$ cat src/rtl/i2s_tx_pkg.sv
package i2s_tx_pkg;
  localparam int SLOT_W = 32;
  localparam int SMP_W  = 24;
  localparam int NAR_W  = 16;

  // sample left-justified in slot, filler below the LSB
  function automatic logic [SLOT_W-1:0] build_slot(input logic [SMP_W-1:0] s,
                                                   input logic wide,
                                                   input logic sgn);
    logic f;
    logic [SLOT_W-1:0] r;
    if (wide) begin
      f = sgn & s[SMP_W-1];
      r = {s, {(SLOT_W-SMP_W){f}}};
    end else begin
      f = sgn & s[NAR_W-1];
      r = {s[NAR_W-1:0], {(SLOT_W-NAR_W){f}}};
    end
    return r;
  endfunction
endpackage

$ cat src/rtl/i2s_tx_timing.sv
module i2s_tx_timing #(
  parameter int SLOT_W = 32,
  localparam int IDX_W = $clog2(2*SLOT_W)
) (
  input  logic clk_i,
  input  logic rst_ni,
  input  logic tick_i,
  output logic bclk_o,
  output logic ws_o,
  output logic fall_o,
  output logic load_l_o,
  output logic load_r_o
);
  logic [IDX_W-1:0] idx_q, idx_nx;
  logic             bclk_q, primed_q, primed_nx;

  assign fall_o    = tick_i & bclk_q;
  assign idx_nx    = idx_q + IDX_W'(1);
  assign primed_nx = primed_q | (idx_q == '1);

  // slot load one bit period after each ws edge
  assign load_l_o = fall_o & primed_nx & (idx_nx == IDX_W'(1));
  assign load_r_o = fall_o & primed_nx & (idx_nx == IDX_W'(SLOT_W + 1));

  always_ff @(posedge clk_i or negedge rst_ni) begin
    if (!rst_ni) begin
      bclk_q   <= 1'b0;
      idx_q    <= '0;
      primed_q <= 1'b0;
    end else if (tick_i) begin
      bclk_q <= ~bclk_q;
      if (bclk_q) begin
        idx_q    <= idx_nx;
        primed_q <= primed_nx;
      end
    end
  end

  assign bclk_o = bclk_q;
  assign ws_o   = idx_q[IDX_W-1];
endmodule

$ cat src/rtl/i2s_tx_hold.sv
module i2s_tx_hold #(
  parameter int SMP_W = 24
) (
  input  logic             clk_i,
  input  logic             rst_ni,
  input  logic [SMP_W-1:0] data_i,
  input  logic             valid_i,
  output logic             ready_o,
  input  logic             load_i,
  output logic [SMP_W-1:0] word_o,
  output logic             miss_o
);
  logic [SMP_W-1:0] hold_q;
  logic             full_q, acc;

  assign acc = valid_i & ~full_q;

  always_ff @(posedge clk_i or negedge rst_ni) begin
    if (!rst_ni) begin
      hold_q <= '0;
      full_q <= 1'b0;
    end else begin
      if (acc) hold_q <= data_i;
      if (acc)         full_q <= 1'b1;
      else if (load_i) full_q <= 1'b0;
    end
  end

  // empty at load: old value is reused
  assign miss_o  = load_i & ~full_q;
  assign ready_o = ~full_q;
  assign word_o  = hold_q;
endmodule

$ cat src/rtl/i2s_tx_shift.sv
module i2s_tx_shift #(
  parameter int SLOT_W = 32
) (
  input  logic              clk_i,
  input  logic              rst_ni,
  input  logic              fall_i,
  input  logic              load_i,
  input  logic [SLOT_W-1:0] slot_i,
  output logic              sd_o
);
  logic [SLOT_W-1:0] sh_q;

  always_ff @(posedge clk_i or negedge rst_ni) begin
    if (!rst_ni)     sh_q <= '0;
    else if (load_i) sh_q <= slot_i;
    else if (fall_i) sh_q <= {sh_q[SLOT_W-2:0], 1'b0};
  end

  assign sd_o = sh_q[SLOT_W-1];
endmodule

$ cat src/rtl/i2s_slot_tx.sv
module i2s_slot_tx
  import i2s_tx_pkg::*;
(
  input  logic             clk_i,
  input  logic             rst_ni,
  input  logic             tick_i,
  input  logic             width24_i,
  input  logic             sign_fill_i,
  input  logic [SMP_W-1:0] l_data_i,
  input  logic             l_valid_i,
  output logic             l_ready_o,
  input  logic [SMP_W-1:0] r_data_i,
  input  logic             r_valid_i,
  output logic             r_ready_o,
  input  logic             underrun_clr_i,
  output logic             underrun_o,
  output logic             bclk_o,
  output logic             ws_o,
  output logic             sd_o
);
  localparam int NCH = 2;

  logic [NCH-1:0][SMP_W-1:0] din, word;
  logic [NCH-1:0]            vld, rdy, ld, miss;
  logic                      fall, und_q;
  logic [SLOT_W-1:0]         slot;

  assign din[0] = l_data_i;
  assign din[1] = r_data_i;
  assign vld    = {r_valid_i, l_valid_i};
  assign l_ready_o = rdy[0];
  assign r_ready_o = rdy[1];

  i2s_tx_timing #(.SLOT_W(SLOT_W)) u_timing (
    .clk_i    (clk_i),
    .rst_ni   (rst_ni),
    .tick_i   (tick_i),
    .bclk_o   (bclk_o),
    .ws_o     (ws_o),
    .fall_o   (fall),
    .load_l_o (ld[0]),
    .load_r_o (ld[1])
  );

  for (genvar c = 0; c < NCH; c++) begin : g_ch
    i2s_tx_hold #(.SMP_W(SMP_W)) u_hold (
      .clk_i   (clk_i),
      .rst_ni  (rst_ni),
      .data_i  (din[c]),
      .valid_i (vld[c]),
      .ready_o (rdy[c]),
      .load_i  (ld[c]),
      .word_o  (word[c]),
      .miss_o  (miss[c])
    );
  end

  assign slot = build_slot(ld[0] ? word[0] : word[1], width24_i, sign_fill_i);

  i2s_tx_shift #(.SLOT_W(SLOT_W)) u_shift (
    .clk_i  (clk_i),
    .rst_ni (rst_ni),
    .fall_i (fall),
    .load_i (|ld),
    .slot_i (slot),
    .sd_o   (sd_o)
  );

  // new miss wins over clear
  always_ff @(posedge clk_i or negedge rst_ni) begin
    if (!rst_ni)             und_q <= 1'b0;
    else if (|miss)          und_q <= 1'b1;
    else if (underrun_clr_i) und_q <= 1'b0;
  end

  assign underrun_o = und_q;
endmodule

$ cat config.mk
export PLATFORM = sky130hd
export DESIGN_NAME = i2s_slot_tx
export DESIGN_NICKNAME = d
export VERILOG_FILES = /design/src/rtl/i2s_tx_pkg.sv /design/src/rtl/i2s_tx_timing.sv /design/src/rtl/i2s_tx_hold.sv /design/src/rtl/i2s_tx_shift.sv /design/src/rtl/i2s_slot_tx.sv
export SDC_FILE = /design/constraint.sdc
export NUM_CORES = 1
export LEC_CHECK = 0
export BUFFER_PORTS_ARGS = -buffer_cell sky130_fd_sc_hd__buf_2
export CELL_PAD_IN_SITES_DETAIL_PLACEMENT = 1
export CELL_PAD_IN_SITES_GLOBAL_PLACEMENT = 2
export CORE_UTILIZATION = 44
export CTS_BUF_LIST = sky130_fd_sc_hd__clkbuf_4 sky130_fd_sc_hd__clkbuf_8
export DETAILED_ROUTE_END_ITERATION = 8
export PLACE_DENSITY = 0.95
export SLEW_MARGIN = 20
export SYNTH_ARGS = -nofsm -noshare
export SYNTH_HDL_FRONTEND = slang
export SYNTH_SLANG_ARGS = --single-unit
export TNS_END_PERCENT = 100
$ cat constraint.sdc
create_clock -name clk_i -period 5.3 [get_ports clk_i]
set_clock_uncertainty 0.1 [all_clocks]
set_input_delay 0.53 -clock clk_i [delete_from_list [all_inputs] [get_ports clk_i]]
set_output_delay 0.53 -clock clk_i [all_outputs]
set_load 0.02 [all_outputs]
==> Implementation_results.wiki <==
{| class="wikitable"
! Metric !! Value
|-
| Fraction of final layout cells sized beyond drive strength 1 || 37.81%
|-
| Number of hold buffers added after cts || 0
|-
| Core area || 9864 sq um
|-
| Number of DRC markers in iteration 0 || 92
|-
| Critical Path Sink Type || flip-flop
|-
| Data arrival time at the worst-slack endpoint || 3.09 ns
|-
| Wire length per cell after detailed routing || 18.80 um
|-
| Total iterations of the first detailed-routing run || 4
|-
| Category of the worst setup path launch point || flip-flop
|-
| Clock-pin slew on the worst setup and hold paths || 0.09 ns
|-
| Fill cells || 1,042
|-
| Via count of the first global-routing pass || 3,236
|-
| Maximum number of pins on one net before global-route repair || 53
|-
| Mean area per synthesized cell || 12.97 sq um
|-
| Total negative slack for setup checks || 0 ns
|-
| Most frequent cells in the layout || dfrtp_1 (91), buf_2 (60), mux2_2 (48)
|-
| Final setup violation count || 0
|-
| DRC errors left || 0
|-
| Die area || 10,640 sq um
|-
| Sequential share of the synthesized area || 50.58%
|-
| Synthesized flop and latch total || 91
|-
| Maximum buffer depth of the clock tree || 2
|-
| Number of antenna violations at the first check in global routing || 0
|-
| ANT nets after route || 0
|-
| Buffers inserted by post-CTS timing repair || 0
|-
| Netlist cell types || 48
|-
| Max Cap Viol || 0
|-
| Global-route wire length before repair || 17,230 um
|-
| Vias after detailed routing || 3,054
|-
| Number of placed I/O pins || 62
|-
| Initial Utilization || 45.64%
|-
| Area taken by flip-flops and latches || 2277 sq um
|-
| CTS H-Tree Depth || 3
|-
| Area occupied by multi-input gates || 2066 sq um
|-
| Floorplan die width || 103.2 um
|-
| # resized after CTS || 0
|-
| Latest clock arrival within the worst-skew pair || 0.38 ns
|-
| Ratio of routed vias to standard cells || 5.708
|-
| Met3 wire len || 264 um
|-
| Source of the worst register-to-register timing path || u_timing.bclk_o$_DFFE_PN0P_
|-
| CP Class || flip-flop to flip-flop
|-
| Outcome || finished, final reports clean
|-
| Post-Route M1 WL || 4683 um
|-
| Standard-cell rows || 36
|-
| Die Y-Extent || 103.2 um
|-
| FMAX || 348.1 MHz
|-
| Max-slew violation count || 0
|-
| Endpoint of the worst-slack reg-to-reg timing path || u_shift.sh_q[23]$_DFFE_PN0P_
|-
| Placer Congestion || 0.7373
|-
| Critical Path RT || 5.51 ns
|-
| Final Critical Period || 2.872 ns
|-
| Total power || 2.031 mW
|-
| Met2 wirelength from detailed routing || 4966 um
|-
| Clock tree from TritonCTS || done
|-
| Routed Wire Length || 10,060 um
|-
| Highest layer used for signal routing || met4
|-
| Biggest fanout along the worst timing path || 35
|-
| Max-Slew Margin vs Limit || 32.06%
|-
| Depth of the most critical reg-to-reg path || 6
|-
| Net count reported at finish || 455
|-
| Least-Margin Pin Slew || 1.017 ns
|-
| Unrepaired setup endpoints after global routing || no
|-
| Internal reg-to-reg setup slack || 2.43 ns
|-
| Hold Crit Class || primary input to async pin
|-
| Placement Cell Area || 4877 sq um
|-
| Standby leakage power || 2.246 nW
|-
| Global-route congestion overflow total || 0
|-
| Net count of the mapped netlist || 405
|-
| Hpwl dp || 7038 um
|-
| Root buffer cell || clkbuf_8
|-
| Most common library cell in the layout ignoring fill and taps || dfrtp_1
|-
| Gate Count Post-Synth || 347
|-
| Hold Fails Final Rpt || 0
|-
| Clk sink count || 91
|-
| PortBufs || 61
|-
| Netlist area before placement || 4502 sq um
|-
| Power per cell area || 399.3 nW/um^2
|-
| Count of warnings emitted by yosys || 0
|-
| Area growth from synthesis to final layout || 13.01%
|-
| Maximum vdd drop || 161.5 uV
|-
| Number of diodes added for antenna fixing || 0
|-
| Part of the cycle the worst path needs || 54.20%
|-
| Number of clock buffers inserted by TritonCTS || 9
|-
| Total routing usage reported by global routing || 21.89%
|-
| Final Cell Area || 5087 sq um
|}
through the flow:
stage | std cells | utilization, % | setup slack (ns) | hold slack, ns
final | 535 | 51.57 | 2.428 | 0.03134
after global routing | 535 | 51.57 | 2.138 | 0.06870
after CTS | 535 | 51.57 | 2.442 | 0.05166
after detailed placement | 519 | 49.44 | 2.223 | 0.3610
after floorplan | 347 | - | 3.096 | 0.1344
after global placement | 519 | 49.44 | 2.283 | 0.3500
area by class of cell:
type	instances	share of cell area, %
clock inverter	5	1.156
sequential	91	44.76
clock buffer	11	2.976
timing repair buffer	65	6.640
tap	133	3.271
inverter	8	0.5903
multi-input combinational	222	40.60
cells by family after synthesis:
family	after synthesis	share of synthesized area, %
adder cells (fa/ha/maj)	2	0.5558
flip-flops	91	50.58
AO/OA/AOI/OAI	66	12.51
buffers and inverters	34	3.641
multiplexers	64	20.57
AND/OR/NAND/NOR	83	10.78
XOR/XNOR	7	1.362
sequential cells by signal, indices dropped and copies added (netlist names):
register	count
g_ch.u_hold.word_o	48
u_shift.sh_q	32
u_timing.bclk_o	1
g_ch.u_hold.full_q	2
u_timing.primed_q	1
underrun_o	1
u_timing.idx_q	6
routing by layer:
metal / up-vias / global-route usage (%)
li1: 1410 / -
met4: 0 / 7.476
met2: 45 / 35.13
met1: 1587 / 30.33
met5: - / 0
met3: 12 / 3.661
synthesized netlist by cell type (all sizes together):
master   instances  area share [%]
clkbuf          14             1.2
mux4            15             8.3
a2111oi          1            0.19
mux2            48              12
inv              8            0.67
and2            18             2.5
mux2i            1            0.22
nor3            15             1.9
o21ai           11             1.2
a41o             1            0.22
nor3b            4            0.67
and3b            1            0.19
a21o             1            0.17
nand2            8            0.67
a31o             3            0.58
nor2            15             1.5
buf             12             1.8
nand3           11             1.5
a21bo            8             1.8
a211oi           9             1.6
nand2b           3            0.42
a221o           23             5.1
o22ai            2            0.28
a21oi            2            0.47
a221oi           1            0.19
dfrtp           91              51
ha               2            0.56
nor4             1            0.47
xor2             1            0.19
and3             2            0.28
o211ai           2            0.33
o311ai           1            0.19
a31oi            1            0.14
nor2b            2            0.28
xnor2            6             1.2
nand4            3            0.42
worst max-delay path by stage:
stage,start,to
2_1_floorplan,width24_i,u_shift.sh_q[28]$_DFFE_PN0P_
3_3_place_gp,tick_i,u_shift.sh_q[27]$_DFFE_PN0P_
3_5_place_dp,tick_i,u_shift.sh_q[17]$_DFFE_PN0P_
4_1_cts,u_timing.bclk_o$_DFFE_PN0P_,u_shift.sh_q[17]$_DFFE_PN0P_
5_1_grt,u_timing.bclk_o$_DFFE_PN0P_,u_shift.sh_q[3]$_DFFE_PN0P_
6_report,u_timing.bclk_o$_DFFE_PN0P_,u_shift.sh_q[23]$_DFFE_PN0P_
critical path: stages, from the launching register on:
cell and delay, ns:
dfrtp_1 0.42, nand2_1 0.76, a211oi_1 0.08, and3_1 0.23
buf_4 0.21, nor2_2 0.72, a221o_1 0.28
power breakdown:
part | internal, mW | total, mW | switching, mW
Combinational | 0.270 | 0.560 | 0.290
Clock | 0.244 | 0.496 | 0.252
Sequential | 0.841 | 0.976 | 0.134
No activity file was read; power rests on OpenSTA's default activity.
